<file path="src/rtl/pkt_port_pkg.sv">
package pkt_port_pkg;

    typedef enum logic {
        HOLDER_BUS = 1'b0,
        HOLDER_SIE = 1'b1
    } holder_e;

    // Effective packet limit: 0 or anything above the buffer depth means a full buffer.
    function automatic int unsigned pick_limit(input int unsigned mp, input int unsigned depth);
        if (mp == 0 || mp > depth) begin
            return depth;
        end
        return mp;
    endfunction

endpackage

</file>
<file path="src/rtl/pkt_port_mem.sv">
module pkt_port_mem #(
    parameter int DEPTH = 64,
    parameter int AW    = $clog2(DEPTH)
) (
    input  logic          clk,
    input  logic          rst_n,
    input  logic          we_lo,
    input  logic [AW-1:0] addr_lo,
    input  logic [7:0]    d_lo,
    input  logic          we_hi,
    input  logic [AW-1:0] addr_hi,
    input  logic [7:0]    d_hi,
    input  logic          sie_we,
    input  logic [AW-1:0] sie_addr,
    input  logic [7:0]    sie_wd,
    output logic [7:0]    q_lo,
    output logic [7:0]    q_hi,
    output logic [7:0]    sie_q
);

    logic [7:0] mem_q [DEPTH];
    logic [7:0] mem_d [DEPTH];

    always_comb begin
        for (int i = 0; i < DEPTH; i++) begin
            mem_d[i] = mem_q[i];
            if (sie_we && sie_addr == AW'(i)) begin
                mem_d[i] = sie_wd;
            end
            if (we_lo && addr_lo == AW'(i)) begin
                mem_d[i] = d_lo;
            end
            if (we_hi && addr_hi == AW'(i)) begin
                mem_d[i] = d_hi;
            end
        end
    end

    always_ff @(posedge clk or negedge rst_n) begin
        if (!rst_n) begin
            for (int i = 0; i < DEPTH; i++) begin
                mem_q[i] <= 8'h00;
            end
        end else begin
            for (int i = 0; i < DEPTH; i++) begin
                mem_q[i] <= mem_d[i];
            end
        end
    end

    assign q_lo  = mem_q[addr_lo];
    assign q_hi  = mem_q[addr_hi];
    assign sie_q = mem_q[sie_addr];

    // the upper lane only ever writes together with the lower lane, one address above it
    a_r6_lane_adjacent: assert property (@(posedge clk) disable iff (!rst_n)
        we_hi |-> (we_lo && addr_hi == addr_lo + AW'(1)));

    // the bus and the SIE never write the buffer in the same cycle
    a_r2_single_writer: assert property (@(posedge clk) disable iff (!rst_n)
        sie_we |-> !we_lo);

endmodule

</file>
<file path="src/rtl/pkt_port_ctrl.sv">
module pkt_port_ctrl
    import pkt_port_pkg::*;
#(
    parameter int DEPTH = 64,
    parameter int PIPES = 8,
    parameter int AW    = $clog2(DEPTH),
    parameter int LW    = $clog2(DEPTH + 1),
    parameter int PW    = $clog2(PIPES)
) (
    input  logic          clk,
    input  logic          rst_n,
    input  logic          sel_we,
    input  logic [PW-1:0] sel_pipe,
    input  logic          pipe_dir_tx,
    input  logic          ctrl_dir_tx,
    input  logic          wide16,
    input  logic          dma_mode,
    input  logic [LW-1:0] max_pkt,
    input  logic          wr_en,
    input  logic          wr_hi_en,
    input  logic          rd_en,
    input  logic          wend,
    input  logic          dma_end,
    input  logic          bclr,
    input  logic          sie_done,
    input  logic          sie_rx_valid,
    input  logic [LW-1:0] sie_rx_len,
    input  logic          sie_we_req,
    output logic          sie_we_ok,
    output logic          bus_we_lo,
    output logic          bus_we_hi,
    output logic          rd_lo_en,
    output logic          rd_hi_en,
    output logic [AW-1:0] addr_lo,
    output logic [AW-1:0] addr_hi,
    output logic          rdy,
    output logic          wr_err,
    output logic [LW-1:0] rx_len,
    output logic [LW-1:0] tx_len,
    output logic [PW-1:0] cur_pipe,
    output logic          sie_own
);

    typedef struct packed {
        logic [PW-1:0] pipe;
        logic          dir_tx;
        holder_e       holder;
        logic          settle;
        logic [LW-1:0] cnt;
        logic [LW-1:0] rx_len;
        logic [LW-1:0] tx_len;
        logic          err;
    } state_t;

    state_t s_q, s_d;

    logic [LW-1:0] limit;
    logic [LW:0]   lim_x, cnt_x, rxl_x, wr_next, rd_next;
    logic          access_ok, quiet, wr_ok, rd_ok, wr_two, rd_two, commit_req;

    always_comb begin
        limit     = LW'(pick_limit(int'(max_pkt), DEPTH));
        lim_x     = {1'b0, limit};
        cnt_x     = {1'b0, s_q.cnt};
        rxl_x     = {1'b0, s_q.rx_len};
        access_ok = !s_q.settle && s_q.holder == HOLDER_BUS;
        quiet     = !sel_we && !bclr;
        wr_ok     = quiet && wr_en && access_ok && s_q.dir_tx;
        rd_ok     = quiet && rd_en && access_ok && !s_q.dir_tx && s_q.rx_len != '0;
        wr_two    = wide16 && wr_hi_en && (cnt_x + (LW+1)'(2) <= lim_x);
        rd_two    = wide16 && (cnt_x + (LW+1)'(2) <= rxl_x);
        wr_next   = cnt_x + (wr_two ? (LW+1)'(2) : (LW+1)'(1));
        rd_next   = cnt_x + (rd_two ? (LW+1)'(2) : (LW+1)'(1));
        commit_req = quiet && access_ok && s_q.dir_tx && (wend || (dma_mode && dma_end));
        addr_lo   = s_q.cnt[AW-1:0];
        addr_hi   = s_q.cnt[AW-1:0] + AW'(1);
        bus_we_lo = wr_ok;
        bus_we_hi = wr_ok && wr_two;
        rd_lo_en  = rd_ok;
        rd_hi_en  = rd_ok && rd_two;
        sie_we_ok = sie_we_req && !s_q.dir_tx && s_q.holder == HOLDER_SIE && !s_q.settle;

        s_d        = s_q;
        s_d.settle = 1'b0;

        if (sel_we) begin
            s_d.pipe   = sel_pipe;
            s_d.dir_tx = (sel_pipe == '0) ? ctrl_dir_tx : pipe_dir_tx;
            s_d.holder = s_d.dir_tx ? HOLDER_BUS : HOLDER_SIE;
            s_d.settle = 1'b1;
            s_d.cnt    = '0;
            s_d.rx_len = '0;
            s_d.tx_len = '0;
            s_d.err    = 1'b0;
        end else if (bclr) begin
            s_d.err = 1'b0;
            if (access_ok) begin
                s_d.cnt = '0;
                if (!s_q.dir_tx) begin
                    s_d.holder = HOLDER_SIE;
                end
            end
        end else begin
            if (wr_en && !wr_ok) begin
                s_d.err = 1'b1;
            end
            if (wr_ok) begin
                s_d.cnt = wr_next[LW-1:0];
            end
            if (wr_ok && wr_next >= lim_x) begin
                s_d.holder = HOLDER_SIE;
                s_d.tx_len = wr_next[LW-1:0];
            end else if (commit_req) begin
                s_d.holder = HOLDER_SIE;
                s_d.tx_len = wr_ok ? wr_next[LW-1:0] : s_q.cnt;
            end
            if (rd_ok) begin
                if (rd_next >= rxl_x) begin
                    s_d.holder = HOLDER_SIE;
                    s_d.cnt    = '0;
                end else begin
                    s_d.cnt = rd_next[LW-1:0];
                end
            end
            if (sie_done && s_q.dir_tx && s_q.holder == HOLDER_SIE) begin
                s_d.holder = HOLDER_BUS;
                s_d.cnt    = '0;
                s_d.tx_len = '0;
            end
            if (sie_rx_valid && !s_q.dir_tx && s_q.holder == HOLDER_SIE && !s_q.settle) begin
                s_d.holder = HOLDER_BUS;
                s_d.cnt    = '0;
                s_d.rx_len = (int'(sie_rx_len) > DEPTH) ? LW'(DEPTH) : sie_rx_len;
            end
        end
    end

    always_ff @(posedge clk or negedge rst_n) begin
        if (!rst_n) begin
            s_q <= '{pipe: '0, dir_tx: 1'b1, holder: HOLDER_BUS, settle: 1'b0,
                     cnt: '0, rx_len: '0, tx_len: '0, err: 1'b0};
        end else begin
            s_q <= s_d;
        end
    end

    assign rdy      = access_ok;
    assign wr_err   = s_q.err;
    assign rx_len   = s_q.rx_len;
    assign tx_len   = s_q.tx_len;
    assign cur_pipe = s_q.pipe;
    assign sie_own  = s_q.holder == HOLDER_SIE;

    // the cycle after a select never offers the port
    a_r2_settle: assert property (@(posedge clk) disable iff (!rst_n)
        sel_we |=> !rdy);

    // a write reaching the limit hands the buffer over at once
    a_r3_commit_at_limit: assert property (@(posedge clk) disable iff (!rst_n)
        (wr_ok && wr_next >= lim_x) |=> (sie_own && tx_len == $past(wr_next[LW-1:0])));

    // the count never runs past the buffer
    a_r3_no_overflow: assert property (@(posedge clk) disable iff (!rst_n)
        int'(s_q.cnt) <= DEPTH);

    // a sent packet returns an empty buffer to the bus
    a_r7_return: assert property (@(posedge clk) disable iff (!rst_n)
        (quiet && sie_done && s_q.dir_tx && sie_own) |=> (!sie_own && s_q.cnt == '0));

    // reading the final byte releases the buffer
    a_r8_release: assert property (@(posedge clk) disable iff (!rst_n)
        (rd_ok && rd_next >= rxl_x) |=> sie_own);

    // an empty received packet stays with the bus until cleared
    a_r9_zlp_hold: assert property (@(posedge clk) disable iff (!rst_n)
        (!s_q.dir_tx && !sie_own && rx_len == '0 && quiet) |=> !sie_own);

    // the error flag is sticky until a clear or a new select
    a_r10_err_sticky: assert property (@(posedge clk) disable iff (!rst_n)
        (wr_err && quiet) |=> wr_err);

endmodule

</file>
<file path="src/rtl/usb_pkt_port.sv">
module usb_pkt_port #(
    parameter int DEPTH = 64,
    parameter int PIPES = 8,
    parameter int AW    = $clog2(DEPTH),
    parameter int LW    = $clog2(DEPTH + 1),
    parameter int PW    = $clog2(PIPES)
) (
    input  logic          clk,
    input  logic          rst_n,
    input  logic          sel_we,
    input  logic [PW-1:0] sel_pipe,
    input  logic          pipe_dir_tx,
    input  logic          ctrl_dir_tx,
    input  logic          wide16,
    input  logic          dma_mode,
    input  logic [LW-1:0] max_pkt,
    input  logic          wr_en,
    input  logic          wr_hi_en,
    input  logic [15:0]   wr_data,
    input  logic          rd_en,
    output logic [15:0]   rd_data,
    input  logic          wend,
    input  logic          dma_end,
    input  logic          bclr,
    output logic          rdy,
    output logic          wr_err,
    output logic [LW-1:0] rx_len,
    output logic [PW-1:0] cur_pipe,
    output logic          sie_own,
    output logic [LW-1:0] tx_len,
    input  logic          sie_done,
    input  logic          sie_rx_valid,
    input  logic [LW-1:0] sie_rx_len,
    input  logic          sie_we,
    input  logic [AW-1:0] sie_addr,
    input  logic [7:0]    sie_wdata,
    output logic [7:0]    sie_rdata
);

    logic          sie_we_ok, we_lo, we_hi, rd_lo, rd_hi;
    logic [AW-1:0] a_lo, a_hi;
    logic [7:0]    q_lo, q_hi;

    pkt_port_ctrl #(
        .DEPTH(DEPTH), .PIPES(PIPES), .AW(AW), .LW(LW), .PW(PW)
    ) u_ctrl (
        .clk          (clk),
        .rst_n        (rst_n),
        .sel_we       (sel_we),
        .sel_pipe     (sel_pipe),
        .pipe_dir_tx  (pipe_dir_tx),
        .ctrl_dir_tx  (ctrl_dir_tx),
        .wide16       (wide16),
        .dma_mode     (dma_mode),
        .max_pkt      (max_pkt),
        .wr_en        (wr_en),
        .wr_hi_en     (wr_hi_en),
        .rd_en        (rd_en),
        .wend         (wend),
        .dma_end      (dma_end),
        .bclr         (bclr),
        .sie_done     (sie_done),
        .sie_rx_valid (sie_rx_valid),
        .sie_rx_len   (sie_rx_len),
        .sie_we_req   (sie_we),
        .sie_we_ok    (sie_we_ok),
        .bus_we_lo    (we_lo),
        .bus_we_hi    (we_hi),
        .rd_lo_en     (rd_lo),
        .rd_hi_en     (rd_hi),
        .addr_lo      (a_lo),
        .addr_hi      (a_hi),
        .rdy          (rdy),
        .wr_err       (wr_err),
        .rx_len       (rx_len),
        .tx_len       (tx_len),
        .cur_pipe     (cur_pipe),
        .sie_own      (sie_own)
    );

    pkt_port_mem #(
        .DEPTH(DEPTH), .AW(AW)
    ) u_mem (
        .clk      (clk),
        .rst_n    (rst_n),
        .we_lo    (we_lo),
        .addr_lo  (a_lo),
        .d_lo     (wr_data[7:0]),
        .we_hi    (we_hi),
        .addr_hi  (a_hi),
        .d_hi     (wr_data[15:8]),
        .sie_we   (sie_we_ok),
        .sie_addr (sie_addr),
        .sie_wd   (sie_wdata),
        .q_lo     (q_lo),
        .q_hi     (q_hi),
        .sie_q    (sie_rdata)
    );

    assign rd_data = {rd_hi ? q_hi : 8'h00, rd_lo ? q_lo : 8'h00};

endmodule

</file>
<file path="config.mk">
export PLATFORM = sky130hd
export DESIGN_NAME = usb_pkt_port
export DESIGN_NICKNAME = d
export VERILOG_FILES = /design/src/rtl/pkt_port_pkg.sv /design/src/rtl/pkt_port_mem.sv /design/src/rtl/pkt_port_ctrl.sv /design/src/rtl/usb_pkt_port.sv
export SDC_FILE = /design/constraint.sdc
export NUM_CORES = 2
export LEC_CHECK = 0
export BUFFER_PORTS_ARGS = -buffer_cell sky130_fd_sc_hd__buf_2
export CORE_ASPECT_RATIO = 0.6
export CORE_MARGIN = 4
export CORE_UTILIZATION = 45
export DETAILED_ROUTE_END_ITERATION = 10
export HOLD_SLACK_MARGIN = 0.02
export SYNTH_ARGS = -nofsm -noshare
export SYNTH_HDL_FRONTEND = slang
export SYNTH_SLANG_ARGS = --single-unit
</file>
<file path="constraint.sdc">
create_clock -name clk -period 6.3 [get_ports clk]
set_clock_uncertainty 0.2 [all_clocks]
set_input_delay 0.945 -clock clk [delete_from_list [all_inputs] [get_ports clk]]
set_output_delay 0.945 -clock clk [all_outputs]
set_load 0.02 [all_outputs]
</file>
# Yosys cells after proc, flatten, opt, wreduce, memory -nomap -nowiden
# Index checks and enable logic that the tools add are counted.
# totals
register_bits	540
input_bits	63
word_cells	820
# classes
addsub	4
n_lt_le_gt_ge	9
eq_ne	192
n_mux	236
bitwise_logic	4
n_reduce_logical	303
# ops
cell	n
2-to-1 mux 8 bit	200
equality test 6 bit (second input constant)	96
equality test 6 x 5 -> 1 bit (second input constant)	48
logical AND 1 bit	220
nonzero test 3 bit	65
binary-select mux 8 bit (select 6 bit)	3
equality test 6 x 4 -> 1 bit (second input constant)	24
2-to-1 mux 7 bit	12
equality test 6 x 3 -> 1 bit (second input constant)	12
equality test 6 x 2 -> 1 bit (second input constant)	6
2-to-1 mux 14 bit	2
2-to-1 mux 22 bit	1
greater-or-equal comparator 7 bit (second input constant)	3
inverter 6 -> 7 bit	3
equality test 6 x 1 -> 1 bit (second input constant)	3
logical NOT 6 bit	3
adder 7 x 8 -> 8 bit	2
greater-or-equal comparator 8 x 7 -> 1 bit	2
less-or-equal comparator 8 x 7 -> 1 bit	2
2-to-1 mux 1 bit	16
> comparator 7 bit (second input constant)	2
adder 7 x 2 -> 8 bit (second input constant)	1
logical NOT 7 bit	1
nonzero test 7 bit	1
other kinds (12)	20

# Logic depth before layout (Yosys ltp)
# logic_depth
word_depth	17
ltp_mapped	27
depth_no_buf	22

# Modules after synthesis
# Synthesis repeated with hierarchy kept, for this count alone.
# unflattened
cells_unflattened	5153
area_unflattened_um2	48556.6
# modules_own_cells
mod	instances	cells_each	area_each_um2
pkt_port_mem	1	4818	45660.0
pkt_port_ctrl	1	319	2796.4
usb_pkt_port	1	16	100.1

# Worst setup path before layout
# No wires, ideal clock.
# synth_timing
path_type	reg-to-reg
start	register u_ctrl.s_q, in the netlist u_ctrl.addr_lo[1]
end	register u_ctrl.s_q, in the netlist u_ctrl.sie_own
setup_ns	0.124
arrival_ns	5.854
required_ns	5.976
path_slack_ns	0.122
stages_incl_launch_ff	25
period_less_slack_ns	6.178
path_cell_list	dfrtp_1 -> clkbuf_1 -> clkbuf_1 -> clkbuf_1 -> buf_1 -> inv_1 -> ha_1 -> nor2b_1 -> o21a_1 -> o21a_1 -> o21ai_0 -> clkbuf_1 -> clkbuf_1 -> o21a_1 -> nand2_1 -> ha_1 -> inv_1 -> fa_1 -> inv_1 -> ha_1 -> a2111oi_0 -> o31ai_1 -> a31oi_1 -> o21ai_0 -> o31a_1
# synth_via
elab_chain_len	14
word_cells_on_any_way	19
# synth_lines
item	line_no	source
from (decl)	pkt_port_ctrl.sv:55	state_t s_q, s_d;
from (signal assigned)	pkt_port_ctrl.sv:140	s_q <= '{pipe: '0, dir_tx: 1'b1, holder: HOLDER_BUS, settle: 1'b0,
adder 7 x 2 -> 8 bit	pkt_port_ctrl.sv:70, pkt_port_ctrl.sv:71	
less-or-equal comparator 8 x 7 -> 1 bit	pkt_port_ctrl.sv:70	wr_two = wide16 && wr_hi_en && (cnt_x + (LW+1)'(2) <= lim_x);
logical AND 1 bit	pkt_port_ctrl.sv:70	
2-to-1 mux 2 bit	pkt_port_ctrl.sv:72	wr_next = cnt_x + (wr_two ? (LW+1)'(2) : (LW+1)'(1));
adder 7 x 8 -> 8 bit	pkt_port_ctrl.sv:72	
greater-or-equal comparator 8 x 7 -> 1 bit	pkt_port_ctrl.sv:110	if (wr_ok && wr_next >= lim_x) begin
logical AND 1 bit	pkt_port_ctrl.sv:110	
2-to-1 mux 1 bit	pkt_port_ctrl.sv:110	
2-to-1 mux 1 bit	pkt_port_ctrl.sv:118	if (rd_next >= rxl_x) begin
2-to-1 mux 1 bit (*)	pkt_port_ctrl.sv:117	if (rd_ok) begin
2-to-1 mux 1 bit (*)	pkt_port_ctrl.sv:125	if (sie_done && s_q.dir_tx && s_q.holder == HOLDER_SIE) begin
2-to-1 mux 1 bit (*)	pkt_port_ctrl.sv:130	if (sie_rx_valid && !s_q.dir_tx && s_q.holder == HOLDER_SIE && !s_q.settle) begin
2-to-1 mux 1 bit (*)	pkt_port_ctrl.sv:95	end else if (bclr) begin
2-to-1 mux 1 bit (*)	pkt_port_ctrl.sv:86	if (sel_we) begin
# Mark *: on every way between the ends. The rest lies on a longest branch, timed or not.
# A chain may end at the register's enable or synchronous reset.

# Final worst setup path
# layout_timing
start	register u_ctrl.s_q, in the netlist u_ctrl.addr_lo[0]
end	output port rd_data[11]
# layout_via
elab_chain_len	6
word_cells_on_any_way	10
# layout_lines
item	line_no	source
adder 6 x 1 -> 6 bit	pkt_port_ctrl.sv:76	addr_hi = s_q.cnt[AW-1:0] + AW'(1);
inverter 6 -> 7 bit (implied by the code)	pkt_port_mem.sv:52	assign q_hi = mem_q[addr_hi];
binary-select mux 8 bit (select 6 bit)	pkt_port_mem.sv:52	
2-to-1 mux 8 bit (implied by the code) (2 in series)	pkt_port_mem.sv:52	
2-to-1 mux 8 bit (*)	usb_pkt_port.sv:100	assign rd_data = {rd_hi ? q_hi : 8'h00, rd_lo ? q_lo : 8'h00};
to (decl)	usb_pkt_port.sv:21	output logic [15:0] rd_data,
# Mark *: on every way between the ends. The rest lies on a longest branch, timed or not. The select of a mux whose other input is x is not followed.

==> reports/results.ini <==
[setup_path]
critical_path_required_ps=5150
cp_slowest_cell=and3_1
cp_max_fo=18
cp_slowest_stage_delay_ps=800
worstPathArrival_ps=5140
critPathCaptureType=primary output
path_cells=ha_1, and3_1, xor2_4, buf_4, nor2_1, a221oi_1, o21ai_0, a21oi_1, buf_2
critPathLaunchType=flip-flop
crit_type=flip-flop to primary output

[floorplanning]
initial_core_util=0.4567
die_x_um=412.4
io_pins=107
num_rows=88
die_area_um2=103400
die_y_um=250.6
core_region_area_um2=96670

[synth]
synth-edff-count=0
syn_nets=4384
ys_ff_latch=540
postSynthAreaPerCell_um2=10.31
yosys_warnings=0
syn-cell-area_um2=44150
synth_cell_types=73
synth-main-ff-cell=dfrtp_1
synth.most_common_cell=a21oi_1
synth_top_area_cell=dfrtp_1
synth_top_area_frac=0.3055
yosys-top-cells-area=dfrtp_1, mux4_2, mux2_2, o22ai_1, a21oi_1
yosys-top-cells-count=a21oi_1, dfrtp_1, inv_1
synthArstFlopShare=1.000
syn_inst=4281
seq_area_frac_synth=0.3061

[cts]
postCtsSetupRepairBufs=0
cts_buffer_depth=3
clk_pin_slew_worst_paths_ps=70
cts_sinks=540
cts_buffers=58
cts_hold_buf=0
cts_root_buf=clkbuf_16
cts.htree.levels=2
clock_latency_ps=690
cts_tree=yes
post_cts_resized=0

[pwr]
clkPwrFrac=0.438
total_power_mw=8.941
p_sw_frac=0.3021
powerDensity_nw_per_um2=187.1
p_int_mw=6.240
p_sw_mw=2.701
peakVddDrop_mv=0.2091
p_comb_frac=0.144
p_seq_frac=0.418
p_leak_nw=18.37

[layout]
multi_input_area_um2=26940
fillCellCount=8869
syn_to_final_growth_pct=8.215
ff_latch_area_um2=13520
final_nets=4223
drive_gt1_frac=0.3137
finalNonFillerCells=5481

[place]
place.gp.congestion=1.061
dp_hpwl_um=142500
dp.cells=5365
io_buffers=106

[timing]
fin_crit_ps=6286
clock.fmax_mhz=159.1
finalCritPeriodShare=0.9978
whs_ps=-3.926
slew_viol_final=5
hold_violations=2
grt_setup_unrepaired=false
setup_viol=0
maxSlewHeadroom=-0.04473
tns_ps=0
tightest_slew_ps=1561

[job]
maxCapViolations=3

[detailed_routing]
drt_wl_total_um=209700
via_count=41120
detail-route-antenna-nets=0
wl_per_cell_um=38.27
viasPerCell=7.503
drc_errors=0
firstDrtPassIters=9
first_iter_violations=8020

[hold_path]
hold_path_class=input pin to async pin

[global_route]
antenna_found_initial=18
grt_max_degree=153
grt_pass1_wl_um=293400
grt_usage=0.3955
first_global_vias=37130
grt-ovfl-total=0

[outcome]
violations=negative hold slack, max-capacitance violations, max-slew violations
status=complete, but fails checks

-- critical path: cells and delay by family (launching register included) --
kind                     cells  cell delay, ps
AO/OA/AOI/OAI                3            1090
AND/OR/NAND/NOR              2             950
flip-flops                   1             640
XOR/XNOR                     1             600
buffers and inverters        2             580
adder cells (fa/ha/maj)      1             570
-- routing by layer --
| metal | vias to the layer above | global-route usage | wire, µm |
|---|---|---|---|
| met4 | 22 | 0.1188 | 8349 |
| li1 | 15820 | - | - |
| met5 | - | 0.03262 | 667 |
| met1 | 20770 | 0.5599 | 80310 |
| met2 | 3966 | 0.4705 | 74800 |
| met3 | 550 | 0.2656 | 45610 |
-- state kept, by name, indices dropped and copies added, names as in the netlist --
register	count
u_ctrl.rx_len	7
u_ctrl.addr_lo	6
u_mem.mem_q	512
u_ctrl.tx_len	7
u_ctrl.s_q	2
u_ctrl.sie_own	1
u_ctrl.cnt_x	1
u_ctrl.wr_err	1
u_ctrl.cur_pipe	3
-- path summary, 6_finish.rpt --
path / startpoint / endpoint / slack, ps / cells after the start
setup / recovery: u_ctrl.addr_lo[0] / rd_data[11] / 10 / 9
max in group asynchronous: rst_n / u_mem.mem_q[405] / 4420 / 2
hold / removal: rst_n / u_ctrl.rx_len[0] / -4 / 1
hold reg to reg: u_ctrl.tx_len[1] / u_ctrl.tx_len[1] / 290 / 1
min in group clk: sie_rx_len[5] / u_ctrl.rx_len[5] / 270 / 2
setup reg to reg: u_ctrl.addr_lo[1] / u_ctrl.sie_own / 690 / 20
-- power by group through the flow --
stage	Clock (mW)	Sequential (mW)	Combinational (mW)
global placement	0	3.77	1.21
global route	4.04	3.73	1.30
CTS	3.91	3.72	1.22
detailed placement	0	3.78	1.21
floorplan	0	3.71	0.711
finish	3.92	3.73	1.29
-- cells by family (layout without fill, tap and decap cells) --
logic type	Yosys count	in the layout	synth area share
flops	540	540	0.3061
mux	989	989	0.3666
xor+xnor	25	25	0.005129
fa+ha+maj	40	40	0.01168
buf+inv	975	863	0.08918
simple gates	514	514	0.06246
other cells	0	7	0
compound gates	1198	1198	0.1588
-- per-stage QoR --
step / cell area, µm² / utilization / worst slack [ps] / hold slack [ps]
finish: 47780 / 0.4942 / 14.15 / -3.926
global route: 47770 / 0.4941 / 33.31 / 61.98
CTS: 47740 / 0.4939 / 103.9 / 37.03
detailed placement: 45680 / 0.4725 / 773.3 / 272.3
global placement: 45680 / 0.4725 / 817.8 / 270.2
floorplan: 44150 / - / 122.3 / 257.3
-- final cells by class --
type	instances	area share
Multi-Input combinational cell	2766	0.5638
Clock buffer	85	0.03606
Timing Repair Buffer	222	0.03355
Clock inverter	24	0.007228
Antenna cell	7	0.0003666
Tap cell	1305	0.03417
Inverter	532	0.04179
Sequential cell	540	0.2830
-- layout by cell type (no fill, tap or decap), types with 18 or more instances in the layout --
cell       Yosys  routed
a21oi_1      542     542
dfrtp_1      539     536
inv_1        531     530
o22ai_1      514     514
mux2_2       457     457
mux4_2       451     451
nand2_1      166     165
buf_2         56     103
buf_4         18     102
nand3_1       72      72
mux2_1        59      59
clkbuf_16      0      58
and2_1        53      53
nor2_1        47      47
ha_1          38      37
a22oi_1       24      24
nand4_1       23      23
and3_1        23      23
mux2i_1       22      22
nor3_1        26      21
and2_0        19      19
nand2_4       19      19
o21ai_0       19      18
(Power assumes the default switching activity.)
